**config.mk**
```make
export PLATFORM = sky130hd
export DESIGN_NAME = gpio_port
export DESIGN_NICKNAME = d
export VERILOG_FILES = /design/src/rtl/gpio_port_pkg.sv /design/src/rtl/gpio_port_ctrl.sv /design/src/rtl/gpio_port_dp.sv /design/src/rtl/gpio_port.sv
export SDC_FILE = /design/constraint.sdc
export NUM_CORES = 1
export LEC_CHECK = 0
export BUFFER_PORTS_ARGS = -buffer_cell sky130_fd_sc_hd__clkbuf_2
export CELL_PAD_IN_SITES_DETAIL_PLACEMENT = 0
export CELL_PAD_IN_SITES_GLOBAL_PLACEMENT = 2
export CORE_ASPECT_RATIO = 0.7
export CORE_MARGIN = 5
export CORE_UTILIZATION = 35
export DETAILED_ROUTE_END_ITERATION = 8
export MAX_ROUTING_LAYER = met4
export PLACE_DENSITY = 0.92
export SLEW_MARGIN = 25
export SYNTH_ARGS = -nofsm -noshare
export SYNTH_HDL_FRONTEND = slang
export SYNTH_SLANG_ARGS = --single-unit
```
**constraint.sdc**
```tcl
create_clock -name clk -period 2.3 [get_ports clk]
set_input_delay 0.575 -clock clk [delete_from_list [all_inputs] [get_ports clk]]
set_output_delay 0.575 -clock clk [all_outputs]
set_load 0.01 [all_outputs]
```
**src/rtl/gpio_port_pkg.sv**
```systemverilog
package gpio_port_pkg;

  // Read source selected by the decoder
  typedef enum logic [3:0] {
    SEL_NONE,
    SEL_DATA,
    SEL_DIR,
    SEL_SENSE,
    SEL_BOTH,
    SEL_EVENT,
    SEL_ENABLE,
    SEL_RAW,
    SEL_MASKED
  } rdSel_e;

  // Strobes passed from control to datapath
  typedef struct packed {
    logic   wrData;
    logic   wrDir;
    logic   wrSense;
    logic   wrBoth;
    logic   wrEvent;
    logic   wrEnable;
    logic   wrClear;
    logic   rdStrobe;
    rdSel_e rdSel;
  } strobe_t;

  // Word index inside the register block (offset bits [4:2])
  localparam logic [2:0] IDX_DIR    = 3'd0;
  localparam logic [2:0] IDX_SENSE  = 3'd1;
  localparam logic [2:0] IDX_BOTH   = 3'd2;
  localparam logic [2:0] IDX_EVENT  = 3'd3;
  localparam logic [2:0] IDX_ENABLE = 3'd4;
  localparam logic [2:0] IDX_RAW    = 3'd5;
  localparam logic [2:0] IDX_MASKED = 3'd6;
  localparam logic [2:0] IDX_CLEAR  = 3'd7;

endpackage

```
**src/rtl/gpio_port_ctrl.sv**
```systemverilog
module gpio_port_ctrl
  import gpio_port_pkg::*;
#(
  parameter int NUM_PINS = 8,
  parameter int ADDR_W   = 12
) (
  input  logic                wrEn,
  input  logic                rdEn,
  input  logic [ADDR_W-1:0]   addr,
  output strobe_t             strobe,
  output logic [NUM_PINS-1:0] pinMask
);

  // The window occupies offsets below 1 << WIN_TOP; registers follow it
  localparam int WIN_TOP = NUM_PINS + 2;
  localparam int TAG_W   = ADDR_W - 5;
  localparam logic [TAG_W-1:0] REG_TAG = TAG_W'(1 << (WIN_TOP - 5));

  logic       aligned;
  logic       winHit;
  logic       regHit;
  logic [2:0] regIdx;

  assign aligned = (addr[1:0] == 2'b00);
  assign winHit  = aligned && (addr[ADDR_W-1:WIN_TOP] == '0);
  assign regHit  = aligned && (addr[ADDR_W-1:5] == REG_TAG);
  assign regIdx  = addr[4:2];
  assign pinMask = addr[WIN_TOP-1:2];

  always_comb begin
    strobe          = '0;
    strobe.rdSel    = SEL_NONE;
    strobe.rdStrobe = rdEn;
    if (winHit) begin
      strobe.wrData = wrEn;
      strobe.rdSel  = SEL_DATA;
    end else if (regHit) begin
      unique case (regIdx)
        IDX_DIR: begin
          strobe.wrDir = wrEn;
          strobe.rdSel = SEL_DIR;
        end
        IDX_SENSE: begin
          strobe.wrSense = wrEn;
          strobe.rdSel   = SEL_SENSE;
        end
        IDX_BOTH: begin
          strobe.wrBoth = wrEn;
          strobe.rdSel  = SEL_BOTH;
        end
        IDX_EVENT: begin
          strobe.wrEvent = wrEn;
          strobe.rdSel   = SEL_EVENT;
        end
        IDX_ENABLE: begin
          strobe.wrEnable = wrEn;
          strobe.rdSel    = SEL_ENABLE;
        end
        IDX_RAW:    strobe.rdSel = SEL_RAW;
        IDX_MASKED: strobe.rdSel = SEL_MASKED;
        IDX_CLEAR:  strobe.wrClear = wrEn;
        default:    strobe.rdSel = SEL_NONE;
      endcase
    end
  end

endmodule

```
**src/rtl/gpio_port_dp.sv**
```systemverilog
module gpio_port_dp
  import gpio_port_pkg::*;
#(
  parameter int NUM_PINS    = 8,
  parameter int SYNC_STAGES = 2
) (
  input  logic                clk,
  input  logic                rstN,
  input  strobe_t             strobe,
  input  logic [NUM_PINS-1:0] pinMask,
  input  logic [NUM_PINS-1:0] wrData,
  input  logic [NUM_PINS-1:0] padIn,
  input  logic [NUM_PINS-1:0] intRaw,
  output logic [NUM_PINS-1:0] padOut,
  output logic [NUM_PINS-1:0] padOe,
  output logic [NUM_PINS-1:0] syncIn,
  output logic [NUM_PINS-1:0] cfgSense,
  output logic [NUM_PINS-1:0] cfgBoth,
  output logic [NUM_PINS-1:0] cfgEvent,
  output logic [NUM_PINS-1:0] cfgEnable,
  output logic [NUM_PINS-1:0] intClear,
  output logic [NUM_PINS-1:0] rdData
);

  logic [NUM_PINS-1:0] dirReg;
  logic [NUM_PINS-1:0] outLatch;
  logic [NUM_PINS-1:0] winView;
  logic [NUM_PINS-1:0] rdMux;
  logic [NUM_PINS-1:0] syncChain [SYNC_STAGES];

  // Input synchronizer chain
  always_ff @(posedge clk or negedge rstN) begin
    if (!rstN) syncChain[0] <= '0;
    else       syncChain[0] <= padIn;
  end

  for (genvar s = 1; s < SYNC_STAGES; s++) begin : g_sync
    always_ff @(posedge clk or negedge rstN) begin
      if (!rstN) syncChain[s] <= '0;
      else       syncChain[s] <= syncChain[s-1];
    end
  end

  assign syncIn = syncChain[SYNC_STAGES-1];

  // Per-pin output latch and window read view
  for (genvar p = 0; p < NUM_PINS; p++) begin : g_pin
    always_ff @(posedge clk or negedge rstN) begin
      if (!rstN)
        outLatch[p] <= 1'b0;
      else if (strobe.wrData && pinMask[p] && dirReg[p])
        outLatch[p] <= wrData[p];
    end
    assign winView[p] = pinMask[p] & (dirReg[p] ? outLatch[p] : syncIn[p]);
  end

  // Direction and interrupt configuration registers
  always_ff @(posedge clk or negedge rstN) begin
    if (!rstN) begin
      dirReg    <= '0;
      cfgSense  <= '0;
      cfgBoth   <= '0;
      cfgEvent  <= '0;
      cfgEnable <= '0;
    end else begin
      if (strobe.wrDir)    dirReg    <= wrData;
      if (strobe.wrSense)  cfgSense  <= wrData;
      if (strobe.wrBoth)   cfgBoth   <= wrData;
      if (strobe.wrEvent)  cfgEvent  <= wrData;
      if (strobe.wrEnable) cfgEnable <= wrData;
    end
  end

  // One-cycle clear pulse toward the detector
  always_ff @(posedge clk or negedge rstN) begin
    if (!rstN)              intClear <= '0;
    else if (strobe.wrClear) intClear <= wrData;
    else                    intClear <= '0;
  end

  always_comb begin
    unique case (strobe.rdSel)
      SEL_DATA:   rdMux = winView;
      SEL_DIR:    rdMux = dirReg;
      SEL_SENSE:  rdMux = cfgSense;
      SEL_BOTH:   rdMux = cfgBoth;
      SEL_EVENT:  rdMux = cfgEvent;
      SEL_ENABLE: rdMux = cfgEnable;
      SEL_RAW:    rdMux = intRaw;
      SEL_MASKED: rdMux = intRaw & cfgEnable;
      default:    rdMux = '0;
    endcase
  end

  always_ff @(posedge clk or negedge rstN) begin
    if (!rstN)               rdData <= '0;
    else if (strobe.rdStrobe) rdData <= rdMux;
    else                     rdData <= '0;
  end

  assign padOut = outLatch;
  assign padOe  = dirReg;

endmodule

```
**src/rtl/gpio_port.sv**
```systemverilog
module gpio_port
  import gpio_port_pkg::*;
#(
  parameter int NUM_PINS    = 8,
  parameter int ADDR_W      = 12,
  parameter int SYNC_STAGES = 2
) (
  input  logic                clk,
  input  logic                rstN,
  input  logic                wrEn,
  input  logic                rdEn,
  input  logic [ADDR_W-1:0]   addr,
  input  logic [NUM_PINS-1:0] wrData,
  output logic [NUM_PINS-1:0] rdData,
  input  logic [NUM_PINS-1:0] padIn,
  output logic [NUM_PINS-1:0] padOut,
  output logic [NUM_PINS-1:0] padOe,
  output logic [NUM_PINS-1:0] syncIn,
  output logic [NUM_PINS-1:0] cfgSense,
  output logic [NUM_PINS-1:0] cfgBoth,
  output logic [NUM_PINS-1:0] cfgEvent,
  output logic [NUM_PINS-1:0] cfgEnable,
  input  logic [NUM_PINS-1:0] intRaw,
  output logic [NUM_PINS-1:0] intClear
);

  strobe_t             strobe;
  logic [NUM_PINS-1:0] pinMask;

  gpio_port_ctrl #(
    .NUM_PINS(NUM_PINS),
    .ADDR_W  (ADDR_W)
  ) u_ctrl (
    .wrEn   (wrEn),
    .rdEn   (rdEn),
    .addr   (addr),
    .strobe (strobe),
    .pinMask(pinMask)
  );

  gpio_port_dp #(
    .NUM_PINS   (NUM_PINS),
    .SYNC_STAGES(SYNC_STAGES)
  ) u_dp (
    .clk      (clk),
    .rstN     (rstN),
    .strobe   (strobe),
    .pinMask  (pinMask),
    .wrData   (wrData),
    .padIn    (padIn),
    .intRaw   (intRaw),
    .padOut   (padOut),
    .padOe    (padOe),
    .syncIn   (syncIn),
    .cfgSense (cfgSense),
    .cfgBoth  (cfgBoth),
    .cfgEvent (cfgEvent),
    .cfgEnable(cfgEnable),
    .intClear (intClear),
    .rdData   (rdData)
  );

endmodule

```
==> Flow_metrics.wiki, run 1 <==
{| class="wikitable"
! Metric !! Value
|-
| Number of antenna violations at the first check in global routing || 0
|-
| Hold_buf cts || 0
|-
| Total global-route track usage || 0.187
|-
| Clock Latency Late Sink || 340 ps
|-
| Fin Clk Skew || 6.52 ps
|-
| Kind of launch point of the worst setup path || input pin
|-
| Synth cell types || 39
|-
| Count of routing violations after the opening detailed-route iteration || approximately 190
|-
| Diodes inserted || 0
|-
| Crit path kind || input pin to register
|-
| Setup TNS || 0 ps
|-
| Area of the mapped netlist || roughly 3600 um^2
|-
| Pin count of the biggest net entering global routing || 37
|-
| Area delta synth->final || 32.9%
|-
| Largest fanout of any net on the critical path || 8
|-
| Yosys top cell by area || dfrtp_1
|-
| Total of fill cells in the finished design || ~1,000
|-
| I/O pin count || between 100 and 150
|-
| Worst slew pin tran || 477 ps
|-
| Routed via count divided by cell count || between 5 and 6
|-
| Cell Pwr Density || 619 nW/um^2
|-
| Total chip power || 2.99 mW
|-
| Number of H-tree branching levels || 3
|-
| Final-report setup violation count || 0
|-
| Number of enable-type register cells in the synthesized netlist || 0
|-
| Clock tree from TritonCTS || done
|-
| Hold Worst Slack || 199 ps
|-
| Maximum frequency from static timing analysis || around 0.46 GHz
|-
| Number of buffers between clock root and the deepest sink || 2
|-
| Area of the die || 12,500 um^2
|-
| Worst setup margin || about 110 ps
|-
| Total CTS buffers || 9
|-
| CP Data Required Time || 2520 ps
|-
| Vias || ~2,900
|-
| RD Place Congestion || approximately 0.85
|-
| Final hold violation count || 0
|-
| Synthesized area per cell || about 12 um^2
|-
| Max-slew violation count || 0
|-
| Total Routed Length || about 11 mm
|-
| Mapped Nets || around 330
|-
| Fin crit share || 0.953
|-
| Die X-Extent || roughly 130 um
|-
| Max VDD drop || between 0.3 and 0.4 mV
|-
| Clock transition at the registers of the reported paths || 60 ps
|-
| Most numerous cell in the Yosys netlist || dfrtp_1
|-
| Most frequently used flop master after synthesis || dfrtp_1
|-
| Leakage power summed over all cells || between 2 and 3 nW
|-
| WL per Instance || ~20 um
|-
| Result of the run || finished clean
|-
| Post-cts repair resize count || 0
|-
| Initial core utilization || 0.355
|-
| Number of nets at the end of the flow || ~470
|-
| Fraction of layout instances using a drive strength above 1 || 0.486
|-
| Postcts setup bufs || 0
|-
| Row count || 31
|-
| Overall die height || ~95 um
|-
| Leading post-synthesis cells by cell area || dfrtp_1 55%, mux2_2 11%, mux2i_1 3.9%, mux2_4 3.3%, mux2_1 2.5%
|-
| Wire length of the first global-routing pass || approximately 17 mm
|-
| Number of max-cap violations || 0
|-
| Vias in the first global route || 3,017
|-
| Top cells by instance count after synthesis || 80 x dfrtp_1, 34 x mux2_2, 21 x nand2_1, 14 x mux2i_1, 12 x a31oi_1
|-
| Number of synthesized register bits || 80
|-
| Total of buffers placed on input and output ports || roughly 110
|-
| Final standard cell utilization of the core || 0.471
|-
| Register area share after synthesis || 0.551
|-
| Share of the synthesized area in the top cell type || 0.551
|-
| Sinks on the clock net || 80
|-
| Synthesized instance count || between 200 and 300
|-
| DRC || 0
|-
| Total grt overflow || 0
|-
| Final min period || 2190 ps
|-
| Relative max-transition margin || 0.682
|-
| Pre-CTS WS || -238 ps
|-
| Arr. time, crit path || 2410 ps
|-
| Category of the worst setup path capture point || register
|-
| Area of the placeable core || between 10,000 and 15,000 um^2
|-
| Post-detail-place hpwl || between 8 and 9 mm
|-
| Post-DRT Antenna Nets || 0
|-
| Cell at the root of the clock tree || clkbuf_16
|-
| Synth warn || 0
|-
| RSZ-0062 raised after global routing || no
|-
| DR pass1 iterations || 4
|-
| HP Class || input pin to asynchronous set/reset pin
|-
| Async set or reset register ratio after synthesis || 1.00
|}
-- metrics by stage --
stage	instance area (um^2)	std cells
6_report	4830	564
5_1_grt	4830	564
4_1_cts	4830	564
3_5_place_dp	4540	548
3_3_place_gp	4540	548
2_1_floorplan	3650	291
-- layout make-up --
class | count | area, um^2 | area share
Clock buffer | 12 | 256 | 0.0531
Multi-Input combinational cell | 189 | 1520 | 0.315
Sequential cell | 80 | 2000 | 0.415
Clock inverter | 4 | 28.8 | 0.00596
Timing Repair Buffer | 147 | 853 | 0.177
Tap cell | 132 | 165 | 0.0342
-- state kept, by name, summed over array words and instances, names as in the netlist --
register	cells
u_dp.cfgSense	8
u_dp.padOut	8
u_dp.padOe	8
u_dp.cfgBoth	8
u_dp.intClear	8
u_dp.syncIn	8
u_dp.cfgEnable	8
u_dp.syncChain	8
u_dp.rdData	8
u_dp.cfgEvent	8
-- cells in the final DEF, fill, tap and decap left out, types with 4 or more instances in the layout --
| cell | synthesis | final |
|---|---|---|
| nor2b_1 | 4 | 4 |
| nand3b_1 | 9 | 9 |
| clkbuf_2 | 0 | 110 |
| o21a_1 | 8 | 8 |
| a31oi_1 | 12 | 12 |
| nand2_1 | 21 | 21 |
| mux2_2 | 34 | 34 |
| dfrtp_1 | 80 | 80 |
| mux2_4 | 8 | 8 |
| a21o_1 | 6 | 6 |
| clkbuf_16 | 0 | 9 |
| and2_1 | 8 | 8 |
| buf_4 | 8 | 35 |
| o21ai_0 | 10 | 10 |
| mux2i_1 | 14 | 14 |
| nor3b_1 | 7 | 7 |
| nand3_1 | 11 | 11 |
| a21oi_1 | 4 | 4 |
| mux2_1 | 8 | 8 |
| nor2_1 | 4 | 4 |
-- report_power, final --
part / internal, mW / switching [mW] / total, mW
Combinational: 0.0808 / 0.123 / 0.204
Clock: 0.790 / 0.561 / 1.35
Sequential: 1.43 / 0.00938 / 1.43
-- worst max-delay path, cell delays in order --
cell and delay (ps):
clkbuf_2 90, or3_4 410, nor3_4 300, nand3_1 140, or3_1 510, mux2_1 370
-- path summary, 6_finish.rpt --
kind / from / endpoint / slack, ps / cells past startpoint
max: addr[11] / u_dp.cfgSense[5] / 110 / 6
min: rstN / u_dp.cfgEnable[0] / 200 / 1
max reg2reg: u_dp.padOe[3] / u_dp.rdData[3] / 1060 / 5
min reg2reg: u_dp.syncChain[9] / u_dp.syncIn[1] / 350 / 0
max in group asynchronous: rstN / u_dp.syncIn[2] / 1470 / 2
min in group clk: padIn[1] / u_dp.syncChain[9] / 340 / 1
-- kinds of logic after synthesis --
family,Yosys count,share of synthesized area
DFF,80,0.551
AOI/OAI and AO/OA,43,0.0751
muxes,64,0.202
buffers and inverters,22,0.0334
and+or+nand+nor,82,0.138
-- layer usage --
| metal | vias up | track usage | routed length (um) |
|---|---|---|---|
| li1 | 1315 | - | - |
| met1 | 1447 | 0.263 | 5420 |
| met2 | 93 | 0.266 | 4850 |
| met3 | 11 | 0.0607 | 751 |
| met4 | 0 | 0.0385 | 116 |
| met5 | - | - | 0 |
Note: power is estimated with default switching activity, not from simulation.
==> run 2, diff against run 1 <==
Settings changed: CORE_UTILIZATION 35 to 33, PLACE_DENSITY 0.92 to 0.88.
Clock period 2.3 ns to 2.1 ns, I/O delays scaled along.
==> Flow_metrics.wiki, run 2 (synthesis results as in run 1) <==
{| class="wikitable"
! Metric !! Value
|-
| Most common cell after layout, fill and taps aside || clkbuf_2
|-
| Reg-to-reg critical path endpoint || u_dp.rdData[7]
|-
| Total CTS buffers || 9
|-
| Clock Latency Late Sink || 340 ps
|-
| Vias || around 2,900
|-
| Register-to-Register Setup Slack || 860 ps
|-
| Initial core utilization || 0.333
|-
| Sinks on the clock net || 80
|-
| Number of stages on the worst hold path || 1
|-
| Relative max-transition margin || 0.651
|-
| CP bufs+invs || 2
|-
| Die X-Extent || around 140 um
|-
| Series of cell instances along the critical path || clkbuf_2 -> or3_4 -> nor3_4 -> nand3b_4 -> or3_4 -> buf_6 -> mux2_4
|-
| Vias in the first global route || 3,031
|-
| Routed via count divided by cell count || 4.86
|-
| Final-report setup violation count || 0
|-
| Post-detail-place hpwl || between 8 and 9 mm
|-
| Worst stage delay on the critical path || about 410 ps
|-
| HP Class || input pin to register
|-
| Slowest-stage cell, CP || or3_4
|-
| Number of max-cap violations || 0
|-
| Count of routing violations after the opening detailed-route iteration || about 160
|-
| Row count || 32
|-
| Fraction of layout instances using a drive strength above 1 || 0.495
|-
| Clock tree from TritonCTS || done
|-
| Arr. time, crit path || between 2000 and 2500 ps
|-
| Final min period || between 2000 and 2500 ps
|-
| Total global-route track usage || 0.181
|-
| Storage element area || about 2000 um^2
|-
| Most frequent CP cell || or3_4
|-
| Max VDD drop || 0.356 mV
|-
| Critical hold path startpoint || padIn[0]
|-
| Kind of launch point of the worst setup path || input pin
|-
| Leakage power summed over all cells || around 2.6 nW
|-
| Most frequent cells in the layout || 110 x clkbuf_2, 80 x dfrtp_1, 35 x buf_4, 32 x mux2_2, 21 x nand2_1
|-
| Cell at the root of the clock tree || clkbuf_16
|-
| Total Routed Length || around 11 mm
|-
| Total chip power || approximately 3.4 mW
|-
| Setup TNS || 0 ps
|-
| Max-slew violation count || 0
|-
| Result of the run || finished clean
|-
| I/O pin count || about 110
|-
| Number of nets at the end of the flow || approximately 470
|-
| Total of fill cells in the finished design || between 1,000 and 1,500
|-
| DR pass1 iterations || 4
|-
| Largest fanout of any net on the critical path || 6
|-
| Diodes inserted || 0
|-
| Number of H-tree branching levels || 3
|-
| Maximum frequency from static timing analysis || 0.483 GHz
|-
| Post-DRT Antenna Nets || 0
|-
| Clock transition at the registers of the reported paths || 60 ps
|-
| Wire length of the first global-routing pass || about 18 mm
|-
| Final hold violation count || 0
|-
| Number of buffers between clock root and the deepest sink || 2
|-
| Worst slew pin tran || approximately 520 ps
|-
| Area delta synth->final || 36.6%
|-
| Area of the placeable core || 10,900 um^2
|-
| Placed cell count || between 500 and 600
|-
| Cell Pwr Density || between 600 and 700 nW/um^2
|-
| Number of antenna violations at the first check in global routing || 0
|-
| Multi-input gate area || about 1500 um^2
|-
| Total of buffers placed on input and output ports || between 100 and 150
|-
| Category of the worst setup path capture point || register
|-
| Total grt overflow || 0
|-
| RSZ-0062 raised after global routing || yes
|-
| End point of the most critical hold path || u_dp.syncChain[8]
|-
| Startpoint of the worst-slack reg-to-reg timing path || u_dp.cfgEnable[7]
|-
| WL per Instance || ~19 um
|-
| DRC || 0
|-
| CP Data Required Time || ~2300 ps
|-
| Number of cells on the worst reg-to-reg path || 5
|-
| Pin count of the biggest net entering global routing || 50
|-
| RD Place Congestion || a little under 0.9
|-
| Crit path kind || input pin to register
|-
| Family with the most delay on the worst path || simple AND/OR/NAND/NOR gates
|-
| Number of cells in the finished layout apart from fillers || a little under 600
|-
| Fin crit share || 0.986
|-
| Fin Clk Skew || around 4.4 ps
|-
| Overall die height || 97.8 um
|-
| Area of the die || ~13,000 um^2
|}
==> run 2: changes by cell type in the layout (fill, tap and decap cells not counted), sizes merged <==
cell,delta
clkinvlp,-2
buf,+3
bufinv,+2
clkbuf,-2
clkinv,+2
dlygate4sd3,+1
==> run 2: power breakdown <==
part / internal (mW) / switching (mW)
logic: 0.0943 / 0.137
clock network: 1.04 / 0.609
registers: 1.56 / 0.0104
==> run 2: how the worst max path moves through the flow <==
stage	start	end	slack, ps	cells past startpoint
after floorplan	addr[11]	u_dp.cfgSense[0]	-190	6
after detailed placement	addr[11]	u_dp.cfgSense[1]	-400	6
after CTS	addr[11]	u_dp.padOe[7]	50	7
final	addr[5]	u_dp.padOe[7]	30	7
after global routing	addr[8]	u_dp.padOe[7]	-10	7
after global placement	addr[11]	u_dp.cfgSense[5]	-340	6
==> run 2: worst reg2reg max path, stage by stage (launching register included) <==
cell	delay (ps)
dfrtp_1	370
nor2b_1	180
o21ai_0	90
a21boi_0	210
o21ai_0	120
a21oi_1	190
==> run 2: area by class of cell <==
| class | count | share of cell area |
|---|---|---|
| clock inverters | 6 | 0.0169 |
| multi-input cells | 189 | 0.312 |
| well taps | 153 | 0.0386 |
| repair buffers | 151 | 0.183 |
| flip-flops and latches | 80 | 0.404 |
| clock buffers | 10 | 0.0462 |
==> run 2: through the flow <==
step                instance area (um^2)  hold slack (ps)  setup WS [ps]   util
finish                              4960              289           28.7  0.456
global route                        4960              277          -14.8  0.456
CTS                                 4930              277           51.3  0.453
detailed placement                  4600              335           -395  0.423
global placement                    4600              331           -338  0.423
floorplan                           3660              229           -191      -
==> run 2: layer usage <==
layer | wire length (um) | GRT usage
met2 | 4800 | 0.248
met3 | 943 | 0.0479
met1 | 5310 | 0.258
met5 | 0 | -
met4 | 205 | 0.0635
==> run 2: repair_timing <==
item | in CTS | in global routing
resized for setup | 1 | 5
pin swaps | 0 | 1
hold buffers | 1 | 0
cloned | 0 | 0
endpoints found under the setup margin | 8 | 18
buffers inserted | 0 | 1
hold endpoints to repair | 8 | 0
==> run 3, diff against run 2 <==
Settings changed: ABC_AREA from default to 1, CORE_UTILIZATION 33 to 30.
Clock period 2.1 ns to 2.3 ns, I/O delays scaled along.
==> Flow_metrics.wiki, run 3 <==
{| class="wikitable"
! Metric !! Value
|-
| Final standard cell utilization of the core || 0.397
|-
| Area delta synth->final || 29.9%
|-
| Result of the run || finished clean
|-
| Number of enable-type register cells in the synthesized netlist || 0
|-
| Area of the die || around 15,000 um^2
|-
| Pre-CTS WS || roughly 110 ps
|-
| Cell area after layout || between 4000 and 5000 um^2
|-
| Most numerous cell in the Yosys netlist || nand2_1
|-
| Number of H-tree branching levels || 3
|-
| Synthesized instance count || between 400 and 500
|-
| Arr. time, crit path || between 2000 and 2500 ps
|-
| Most common cell after layout, fill and taps aside || nand2_1
|-
| Setup TNS || 0 ps
|-
| Share of the synthesized area in the top cell type || 0.529
|-
| DRC || 0
|-
| CP Data Required Time || 2500 ps
|-
| Mapped Nets || ~480
|-
| Register area share after synthesis || 0.529
|-
| Most frequent cells in the layout || 116 x nand2_1, 110 x clkbuf_2, 80 x dfrtp_1, 43 x nand3_1, 42 x inv_1
|-
| Total Routed Length || roughly 13 mm
|-
| Clock transition at the registers of the reported paths || around 60 ps
|-
| Placed cell count || about 710
|-
| Synth cell types || 26
|-
| Number of buffers between clock root and the deepest sink || 2
|-
| Overall die height || a little over 100 um
|-
| Number of antenna violations at the first check in global routing || 0
|-
| Total global-route track usage || 0.181
|-
| Leading post-synthesis cells by cell area || dfrtp_1 53%, nand2_1 12%, nand3_1 5.7%, inv_1 4.2%, o21ai_0 4.0%
|-
| Async set or reset register ratio after synthesis || 1.00
|-
| Initial core utilization || 0.305
|-
| DR pass1 iterations || 5
|-
| Total grt overflow || 0
|-
| Fraction of layout instances using a drive strength above 1 || 0.323
|-
| HP Class || input pin to asynchronous set/reset pin
|-
| RSZ-0062 raised after global routing || no
|-
| Top cells by instance count after synthesis || 116 x nand2_1, 80 x dfrtp_1, 43 x nand3_1, 42 x inv_1, 30 x o21ai_0
|-
| Number of nets at the end of the flow || roughly 600
|-
| Most frequently used flop master after synthesis || dfrtp_1
|-
| Fin Clk Skew || 7.21 ps
|-
| Leakage power summed over all cells || 2.56 nW
|-
| Number of max-cap violations || 0
|-
| Clock Power Share || 0.522
|-
| Relative max-transition margin || 0.558
|-
| Worst setup margin || between 400 and 500 ps
|-
| Worst slew pin tran || roughly 660 ps
|-
| Synthesized area per cell || just under 9 um^2
|-
| Switching power as a share of total power || 0.218
|-
| Pin count of the biggest net entering global routing || 34
|-
| RD Place Congestion || 0.947
|-
| Fin crit share || 0.801
|-
| Number of cells on the worst reg-to-reg path || 4
|-
| Final-report setup violation count || 0
|-
| Switching component of the power || between 0.7 and 0.8 mW
|-
| Category of the worst setup path capture point || register
|-
| Sinks on the clock net || 80
|-
| Hold_buf cts || 0
|-
| Count of routing violations after the opening detailed-route iteration || approximately 270
|-
| Internal power summed over all cells || 2.66 mW
|-
| Number of cells in the finished layout apart from fillers || 723
|-
| Total of buffers placed on input and output ports || approximately 110
|-
| Die X-Extent || ~140 um
|-
| Cell area reported after detailed placement || 4550 um^2
|-
| Yosys top cell by area || dfrtp_1
|-
| Clock Latency Late Sink || between 300 and 400 ps
|-
| Kind of launch point of the worst setup path || input pin
|-
| Post-detail-place hpwl || ~9.9 mm
|-
| Register-to-Register Setup Slack || about 1100 ps
|-
| Vias || approximately 3,500
|-
| Post-DRT Antenna Nets || 0
|-
| Total CTS buffers || 9
|-
| Combinational share of power || 0.057
|-
| I/O pin count || between 100 and 150
|-
| Cell at the root of the clock tree || clkbuf_16
|-
| Area of the mapped netlist || ~3800 um^2
|-
| Final hold violation count || 0
|-
| Wire length of the first global-routing pass || between 15 and 20 mm
|-
| Max VDD drop || between 0.4 and 0.5 mV
|-
| Maximum frequency from static timing analysis || about 0.54 GHz
|-
| Largest fanout of any net on the critical path || 16
|-
| Final min period || about 1800 ps
|-
| Max-slew violation count || 0
|-
| Part of the power in registers || 0.422
|-
| Number of synthesized register bits || 80
|-
| Vias in the first global route || ~3,300
|-
| Cell Pwr Density || 693 nW/um^2
|-
| Routed via count divided by cell count || a little under 5
|-
| Area of the placeable core || between 10,000 and 15,000 um^2
|-
| WL per Instance || 18.0 um
|-
| Row count || 34
|-
| Clock tree from TritonCTS || done
|-
| Synth warn || 0
|-
| Diodes inserted || 0
|-
| Postcts setup bufs || 0
|-
| Post-cts repair resize count || 0
|-
| Crit path kind || input pin to register
|}
run 3: power by group through the flow:
stage / Combinational (mW) / Sequential, mW / Clock (mW)
3_5_place_dp: 0.195 / 1.46 / 0
6_report: 0.192 / 1.44 / 1.78
5_1_grt: 0.214 / 1.44 / 1.87
3_3_place_gp: 0.194 / 1.46 / 0
2_1_floorplan: 0.0758 / 1.46 / 0
4_1_cts: 0.196 / 1.44 / 1.81
run 3: cell families after synthesis:
kind of cell           Yosys count  share of synthesized area
and+or+nand+nor                222                      0.283
buffers and inverters           68                     0.0857
DFF                             80                      0.529
AOI/OAI and AO/OA               65                      0.102
run 3: final cells by class:
cell class	count	area [um^2]
clock buffer	10	229
sequential	80	2000
multi-input combinational	287	1460
fill	1294	7470
clock inverter	6	138
tap	162	203
timing repair buffer	128	698
inverter	50	188
run 3: through the flow:
stage / power (mW) / hold WS (ps)
2_1_floorplan: 1.54 / 279
5_1_grt: 3.52 / 220
3_3_place_gp: 1.66 / 333
6_report: 3.40 / 187
4_1_cts: 3.44 / 189
3_5_place_dp: 1.66 / 336
run 3: worst max-delay path, cell delays in order:
cell,delay (ps)
clkbuf_2,100
nor2_2,250
inv_1,70
nor2_1,80
nand3_1,120
nor2_1,160
nand2_1,420
nand2_1,180
o21ai_1,80
run 3: per-layer routing:
layer | share of wire | global-route usage | up-vias | wire length, um
met5 | 0 | - | - | 0
met4 | 0.015 | 0.0386 | 0 | 201
met3 | 0.091 | 0.0473 | 15 | 1190
met2 | 0.41 | 0.242 | 162 | 5300
met1 | 0.48 | 0.273 | 1657 | 6290
li1 | - | - | 1659 | -
run 3: worst paths after layout:
path | from | endpoint
hold / removal | rstN | u_dp.cfgSense[7]
max in group asynchronous | rstN | u_dp.cfgSense[2]
setup / recovery | addr[8] | u_dp.padOe[6]
min in group clk | padIn[0] | u_dp.syncChain[8]
hold reg to reg | u_dp.syncChain[11] | u_dp.syncIn[3]
setup reg to reg | u_dp.padOe[6] | u_dp.rdData[6]
